`src/rtl/codec_rst_pkg.sv`:
```
package codec_rst_pkg;
  typedef enum logic [1:0] {
    PH_IDLE    = 2'd0,
    PH_SETUP   = 2'd1,
    PH_HOLD    = 2'd2,
    PH_RELEASE = 2'd3
  } phase_e;
endpackage

```
`src/rtl/codec_rst_us_tick.sv`:
```
module codec_rst_us_tick #(
  parameter int CYCLES_PER_US = 100
) (
  input  logic clk,
  input  logic rst_n,
  input  logic run_i,
  input  logic clear_i,
  output logic tick_o
);
  localparam int CW = (CYCLES_PER_US > 1) ? $clog2(CYCLES_PER_US) : 1;
  localparam logic [CW-1:0] LAST = CW'(CYCLES_PER_US - 1);

  logic [CW-1:0] cnt_q;

  // one tick in the last cycle of every microsecond while running
  assign tick_o = run_i && (cnt_q == LAST);

  always_ff @(posedge clk) begin
    if (!rst_n || clear_i || !run_i) begin
      cnt_q <= '0;
    end else if (cnt_q == LAST) begin
      cnt_q <= '0;
    end else begin
      cnt_q <= cnt_q + 1'b1;
    end
  end
endmodule

```
`src/rtl/codec_rst_phase_timer.sv`:
```
module codec_rst_phase_timer #(
  parameter int UW = 16
) (
  input  logic          clk,
  input  logic          rst_n,
  input  logic          clear_i,
  input  logic          tick_i,
  input  logic [UW-1:0] len_i,
  output logic          last_o
);
  logic [UW-1:0] us_q;

  // last microsecond tick of the current phase
  assign last_o = tick_i && (us_q == (len_i - 1'b1));

  always_ff @(posedge clk) begin
    if (!rst_n || clear_i) begin
      us_q <= '0;
    end else if (tick_i) begin
      us_q <= us_q + 1'b1;
    end
  end
endmodule

```
`src/rtl/codec_rst_seq_fsm.sv`:
```
module codec_rst_seq_fsm
  import codec_rst_pkg::*;
(
  input  logic   clk,
  input  logic   rst_n,
  input  logic   start_i,
  input  logic   present_i,
  input  logic   last_i,
  output phase_e phase_o,
  output logic   load_o,
  output logic   pin_n_o,
  output logic   done_o
);
  phase_e phase_q;
  logic   pin_q;
  logic   done_q;
  logic   accept;

  assign accept  = (phase_q == PH_IDLE) && start_i && present_i;
  assign load_o  = accept || last_i;
  assign phase_o = phase_q;
  assign pin_n_o = pin_q;
  assign done_o  = done_q;

  always_ff @(posedge clk) begin
    if (!rst_n) begin
      phase_q <= PH_IDLE;
      pin_q   <= 1'b1;
      done_q  <= 1'b0;
    end else begin
      done_q <= 1'b0;
      unique case (phase_q)
        PH_IDLE: begin
          if (start_i) begin
            if (present_i) begin
              phase_q <= PH_SETUP;
              pin_q   <= 1'b1;
            end else begin
              done_q <= 1'b1;
            end
          end
        end
        PH_SETUP: begin
          if (last_i) begin
            phase_q <= PH_HOLD;
            pin_q   <= 1'b0;
          end
        end
        PH_HOLD: begin
          if (last_i) begin
            phase_q <= PH_RELEASE;
            pin_q   <= 1'b1;
          end
        end
        PH_RELEASE: begin
          if (last_i) begin
            phase_q <= PH_IDLE;
            done_q  <= 1'b1;
          end
        end
        default: phase_q <= PH_IDLE;
      endcase
    end
  end
endmodule

```
`src/rtl/codec_rst_seq.sv`:
```
module codec_rst_seq
  import codec_rst_pkg::*;
#(
  parameter int CYCLES_PER_US = 100,
  parameter int SETUP_US      = 5000,
  parameter int HOLD_US       = 20000,
  parameter int RELEASE_US    = 10000
) (
  input  logic clk,
  input  logic rst_n,
  input  logic start_i,
  input  logic present_i,
  output logic codec_rst_n_o,
  output logic busy_o,
  output logic done_o
);
  localparam int MAX_A = (SETUP_US > HOLD_US) ? SETUP_US : HOLD_US;
  localparam int MAX_US = (MAX_A > RELEASE_US) ? MAX_A : RELEASE_US;
  localparam int UW = $clog2(MAX_US + 1);

  phase_e        phase;
  logic          load;
  logic          tick;
  logic          last;
  logic [UW-1:0] len;

  assign busy_o = (phase != PH_IDLE);

  always_comb begin
    unique case (phase)
      PH_HOLD:    len = UW'(HOLD_US);
      PH_RELEASE: len = UW'(RELEASE_US);
      default:    len = UW'(SETUP_US);
    endcase
  end

  codec_rst_us_tick #(.CYCLES_PER_US(CYCLES_PER_US)) u_tick (
    .clk     (clk),
    .rst_n   (rst_n),
    .run_i   (busy_o),
    .clear_i (load),
    .tick_o  (tick)
  );

  codec_rst_phase_timer #(.UW(UW)) u_timer (
    .clk     (clk),
    .rst_n   (rst_n),
    .clear_i (load),
    .tick_i  (tick),
    .len_i   (len),
    .last_o  (last)
  );

  codec_rst_seq_fsm u_fsm (
    .clk       (clk),
    .rst_n     (rst_n),
    .start_i   (start_i),
    .present_i (present_i),
    .last_i    (last),
    .phase_o   (phase),
    .load_o    (load),
    .pin_n_o   (codec_rst_n_o),
    .done_o    (done_o)
  );
endmodule

```
`config.mk`:
```
export PLATFORM = sky130hd
export DESIGN_NAME = codec_rst_seq
export DESIGN_NICKNAME = d
export VERILOG_FILES = /design/src/rtl/codec_rst_pkg.sv /design/src/rtl/codec_rst_us_tick.sv /design/src/rtl/codec_rst_phase_timer.sv /design/src/rtl/codec_rst_seq_fsm.sv /design/src/rtl/codec_rst_seq.sv
export SDC_FILE = /design/constraint.sdc
export NUM_CORES = 1
export LEC_CHECK = 0
export BUFFER_PORTS_ARGS = -buffer_cell sky130_fd_sc_hd__buf_2
export CORE_MARGIN = 4
export CORE_UTILIZATION = 35
export CTS_CLUSTER_SIZE = 30
export DETAILED_ROUTE_END_ITERATION = 8
export GPL_TIMING_DRIVEN = 0
export SETUP_SLACK_MARGIN = 0.2
export SLEW_MARGIN = 20
export SYNTH_ARGS = -nofsm -noshare
export SYNTH_HDL_FRONTEND = slang
export SYNTH_SLANG_ARGS = --single-unit
```
`constraint.sdc`:
```
create_clock -name clk -period 2.1 [get_ports clk]
set_input_delay 0.105 -clock clk [delete_from_list [all_inputs] [get_ports clk]]
set_output_delay 0.105 -clock clk [all_outputs]
set_load 0.02 [all_outputs]
```
## Yosys cells after proc, flatten, opt, wreduce, memory -nomap -nowiden

Cells that the tools add are included.

| word-level totals | value |
|---|---|
| register bits | 26 |
| output and inout port bits | 3 |
| logic and storage cells | 49 |

| cells by class | value |
|---|---|
| muxes and demuxes | 16 |
| eq/ne operators | 10 |
| $add $sub $neg | 3 |
| reductions and logical operators | 15 |

Operators with widths:

| operator | count |
|---|---|
| 15-bit case mux with 2 select lines | 1 |
| 15-bit by 1-bit adder with 15-bit output (second input constant) | 1 |
| 15-bit == test | 1 |
| 15-bit by 1-bit subtractor with 15-bit output (second input constant) | 1 |
| 2-bit 2-to-1 mux | 5 |
| 5-bit AND reduction | 2 |
| 2-bit case mux with 4 select lines | 1 |
| 7-bit by 1-bit adder with 7-bit output (second input constant) | 1 |
| 7-bit == test (second input constant) | 1 |
| 1-bit 2-to-1 mux | 7 |
| 2-bit by 1-bit != test with 1-bit output (second input constant) | 3 |
| 2-bit == test (second input constant) | 2 |
| 1-bit logical AND | 4 |
| 2-bit != test (second input constant) | 2 |
| 1-bit logical OR | 3 |
| 1-bit case mux with 3 select lines | 1 |
| 3-bit nonzero test | 1 |
| 2-bit by 1-bit == test with 1-bit output (second input constant) | 1 |
| 1-bit logical NOT | 2 |
| 2-bit logical NOT | 1 |
| 1-bit case mux with 2 select lines | 1 |
| 2-bit nonzero test | 1 |
| 2-bit OR reduction | 1 |

## Depth between registers and ports, before layout

| depth | value |
|---|---|
| depth in word-level cells | 9 |
| depth in mapped cells | 10 |

## Hierarchy

Synthesis repeated with hierarchy kept, for this count alone.

| second synthesis, totals | value |
|---|---|
| cell total of the unflattened synthesis | 219 |
| area total of the unflattened synthesis | 1796.7 µm² |

By module, submodules not included:

| module | times used | area each (µm²) | sequential area each (µm²) | cells each |
|---|---|---|---|---|
| codec_rst_phase_timer | 1 | 1168.6 | 300.3 | 149 |
| codec_rst_seq_fsm | 1 | 296.5 | 80.1 | 31 |
| codec_rst_us_tick | 1 | 290.3 | 140.1 | 31 |
| codec_rst_seq | 1 | 41.3 | 0.0 | 8 |

## Worst setup path before layout

OpenSTA, ideal clock, no wires.

| timing | value |
|---|---|
| kind | register to register |
| start | register u_fsm.phase_q[1] (netlist: u_fsm.phase_o[1]) |
| end | register u_fsm.phase_q[0] (netlist: u_fsm.phase_o[0]) |
| cell stages (with the launch flop) | 10 |
| data arrival time | 2180 ps |
| path slack | -209 ps |
| path buffers | 2 |
| path through | dfxtp_1 > inv_1 > ha_1 > clkbuf_1 > or4_1 > buf_2 > nor2_4 > nand4_4 > a2111oi_4 > a211oi_2 |

| on the way | value |
|---|---|
| cells in the longest elaborated chain, start to end | 7 |
| elaborated cells on any way between the ends | 17 |
| those cells by class | add/sub: 1; eq/ne: 9; mux: 2; reduce/logical: 5 |

Ends and longest elaborated chain:

| what | RTL line | text |
|---|---|---|
| start, declared | codec_rst_seq_fsm.sv:14 | `phase_e phase_q;` |
| start signal, assigned | codec_rst_seq_fsm.sv:27 | `phase_q <= PH_IDLE;` |
| start signal, assigned | codec_rst_seq_fsm.sv:36 | `phase_q <= PH_SETUP;` |
| start signal, assigned | codec_rst_seq_fsm.sv:45 | `phase_q <= PH_HOLD;` |
| 2-bit == test | codec_rst_seq_fsm.sv:32, codec_rst_seq.sv:30 |  |
| 15-bit case mux with 2 select lines | codec_rst_seq.sv:30 | `unique case (phase)` |
| 15-bit by 1-bit subtractor with 15-bit output | codec_rst_phase_timer.sv:14 | `assign last_o = tick_i && (us_q == (len_i - 1'b1));` |
| 15-bit == test | codec_rst_phase_timer.sv:14 |  |
| 1-bit logical AND | codec_rst_phase_timer.sv:14 |  |
| 2-bit by 1-bit != test with 1-bit output (no line) | -- |  |
| 5-bit AND reduction (no line) | -- |  |

Several ways; a longest one is shown, not always the timed one.
A chain may end at the register's enable or synchronous reset.

## Worst setup path in the final report

Same ends and word-level chain as after synthesis.

==> results.toml <==
[yosys]
synth_top_flop_cell = "dfxtp_1"
synthXorXnorAreaFrac_pct = 9.81
async_reset_ff_share_pct = 0
synth_seq_cells = 26
syn_nets = 192
synth_top_family_by_area = "simple AND/OR/NAND/NOR gates"
synthAdderAreaFrac_pct = 6.60
synth.distinct_cells = 42
synth_compound_area_share_pct = 9.65
syn-cell-area_um2 = 1520
synth_edf_count = 0
synth-simple-area-share_pct = 34.2
synth_mux_area_share_pct = 1.32
yosysWarnings = 0
avgSynthCellArea_um2 = 8.43
postSynthCellCount = 180
seq_area_frac_synth_pct = 34.3

[route]
dr.pass1.iters = 4
antenna_left = 0
met3_length_um = 107
dr_total_vias = 1354
top_layer_used = "met4"
drt-initial-drc-count = 97
drt-wirelength-per-cell_um = 13.9
wl_mm = 3.66
wl_met2_mm = 1.75
m1WireLength_mm = 1.77
drc = 0
via_per_inst = 5.13

[floorplan]
die_h_um = 73.9
die_w_um = 73.9
fp-row-count = 23
dieArea_um2 = 5450
initial_core_util_pct = 37.1
num_io_pins = 7
core_um2 = 4090

[grt]
grt_pass1_vias = 1286
overflow = 0
track_usage_pct = 14.0
grt_max_degree = 14
grt_pass1_wl_mm = 5.89
antenna_found_initial = 0

[flow_run]
maxCapViolCount = 0

[critical_path]
reg2regPathDepth = 9
cp_max_fo = 6
critical_path_required_ns = 2.26
crit_path_cell_trace = "inv_4 > ha_4 > buf_8 > or4_4 > buf_6 > nor2_4 > nand4_4 > a2111oi_4 > a211oi_2"
worstPathArrival_ns = 2.26
r2r_end = "u_fsm.phase_o[0]"
r2r_slack_ns = -0.00005
slowest_stage = "dfxtp_4"
crit_path_end_kind = "flip-flop"
slowest_delay_ns = 0.42
crit_type = "flip-flop to flip-flop"
critical_path.top_delay_family = "simple AND/OR/NAND/NOR gates"
timing.rr.start = "u_fsm.phase_o[1]"
path_buf_inv = 3
start_kind = "flip-flop"

[sta]
fin_crit_sh_pct = 100
max_freq_mhz = 476
period_needed_ns = 2.10
fin_ws_ns = -0.0000542
rsz0062_at_grt = "yes"
slew_violations = 0
finalSetupViolations = 1
clock_skew_ns = 0.00435
tightest_slew_ns = 0.562
relSlewSlack_pct = 62.3
final_hold_viol_count = 0

[placement]
gp_congestion = 0.773
place_ws_ns = -0.165
hpwlAfterDp_mm = 2.24
portBuffers = 5

[finish]
syn_to_final_growth_pct = 35.0
utilization_pct = 50.1
n_antenna_cell = 0
fin_nets = 228
drive_above_1_share_pct = 34.1

[cts]
cts.clk_slew.worst_paths_ns = 0.09
cts_root_buf = "clkbuf_8"
cts_buffers = 3
cts_tree = "done"
cts_sinks = 26
cts_hold_buf = 0
htreeDepth = 1
clk_latency_ns = 0.27
clk_path_buf_depth = 2

[outcome]
status = "finished with violations"
violations = "negative setup slack"

[pwr]
p_per_area_nw_per_um2 = 824
ir_drop_v = 0.000648
leakagePower_nw = 0.769

[worst_hold_path]
holdCritPathClass = "primary input to flip-flop"
holdPathEnd = "u_fsm.done_o"
holdPathStages = 3
hp-start = "present_i"
routing by layer:
layer | GRT usage (%) | vias to the layer above
li1 | - | 693
met1 | 18.3 | 642
met2 | 22.5 | 17
met5 | 0 | -
met4 | 4.23 | 0
met3 | 3.69 | 2
sequential cells by signal, summed over array words and instances (netlist names):
register / count
u_fsm.done_o: 1
u_fsm.pin_n_o: 1
u_tick.cnt_q: 7
u_timer.us_q: 15
u_fsm.phase_o: 2
logic make-up after synthesis:
logic type | after synthesis
simple gates | 92
flops | 26
compound gates | 19
xor+xnor | 17
buf+inv | 16
fa+ha+maj | 8
mux | 2
worst reg2reg max path, stage by stage (launching register included):
cell and delay, ns:
dfxtp_4 0.42, inv_4 0.06, ha_4 0.15, buf_8 0.11
or4_4 0.41, buf_6 0.14, nor2_4 0.09, nand4_4 0.17
a2111oi_4 0.39, a211oi_2 0.05
synth_stat cells (all sizes together) (3+ instances only):
library cell	n	area share, %
a21oi	3	0.99
and2	3	1.2
and3	4	1.6
clkbuf	6	1.5
dfxtp	26	34
ha	8	6.6
inv	8	2.0
nand2	14	3.5
nand2b	3	1.2
nand3	11	3.6
nand4	9	4.7
nor2	25	6.7
nor3	4	1.3
nor3b	3	1.5
nor4	4	1.6
o21ai	6	2.0
xnor2	7	4.0
xor2	10	5.8
report_power, final:
part	total, mW	switching (mW)	leakage (nW)	internal, mW
registers	0.588	0.0526	0.213	0.535
logic	0.808	0.409	0.534	0.399
clock network	0.293	0.164	0.0216	0.129
final cells by class:
cell class	count	area [µm²]
flip-flops and latches	26	533
clock buffers	3	41.3
repair buffers	31	231
plain buffers	8	76.3
multi-input cells	138	1070
well taps	50	62.6
fillers	391	2040
inverters	8	35.0
layout by cell type, fill, tap and decap left out, drive strengths merged, types with 3 or more instances in the layout:
| cell | netlist | layout |
|---|---|---|
| nand3 | 11 | 11 |
| nand2 | 14 | 14 |
| ha | 8 | 8 |
| a21oi | 3 | 3 |
| nand2b | 3 | 3 |
| xnor2 | 7 | 7 |
| nand4 | 9 | 9 |
| nor4 | 4 | 4 |
| and3 | 4 | 4 |
| o21ai | 6 | 6 |
| and2 | 3 | 3 |
| inv | 8 | 8 |
| buf | 2 | 34 |
| nor3 | 4 | 4 |
| clkbuf | 6 | 8 |
| nor2 | 25 | 25 |
| dfxtp | 26 | 26 |
| xor2 | 10 | 10 |
| nor3b | 3 | 3 |
how the worst max path moves through the flow:
| stage | start | end | slack [ns] | cells after the start |
|---|---|---|---|---|
| final | u_fsm.phase_o[1] | u_fsm.phase_o[0] | -0.00005 | 9 |
| after global routing | u_timer.us_q[0] | u_fsm.phase_o[0] | -0.1 | 8 |
| after CTS | u_fsm.phase_o[0] | u_fsm.phase_o[0] | 0.05 | 9 |
| after detailed placement | u_fsm.phase_o[1] | u_fsm.phase_o[0] | -0.17 | 8 |
| after global placement | u_fsm.phase_o[1] | u_fsm.phase_o[0] | -0.12 | 8 |
| after floorplan | u_tick.cnt_q[1] | u_fsm.phase_o[0] | 0.11 | 8 |
repair_timing:
item | in CTS | in global routing
setup buffers | 20 | 5
setup endpoints to repair | 18 | 19
pin swaps | 17 | 5
resized for setup | 27 | 10
cloned | 1 | 0
metrics by stage:
| step | hold WS, ns | instances | power [mW] | instance area (µm²) | TNS, ns |
|---|---|---|---|---|---|
| after floorplan | 0.316 | 180 | 0.995 | 1580 | 0 |
| after global placement | 0.424 | 235 | 1.10 | 1670 | -0.666 |
| after detailed placement | 0.430 | 235 | 1.10 | 1670 | -1.26 |
| after CTS | 0.169 | 259 | 1.61 | 1970 | 0 |
| after global routing | 0.199 | 264 | 1.78 | 2050 | -0.574 |
| final | 0.189 | 264 | 1.69 | 2050 | -0.0000542 |
(Power assumes the default switching activity.)
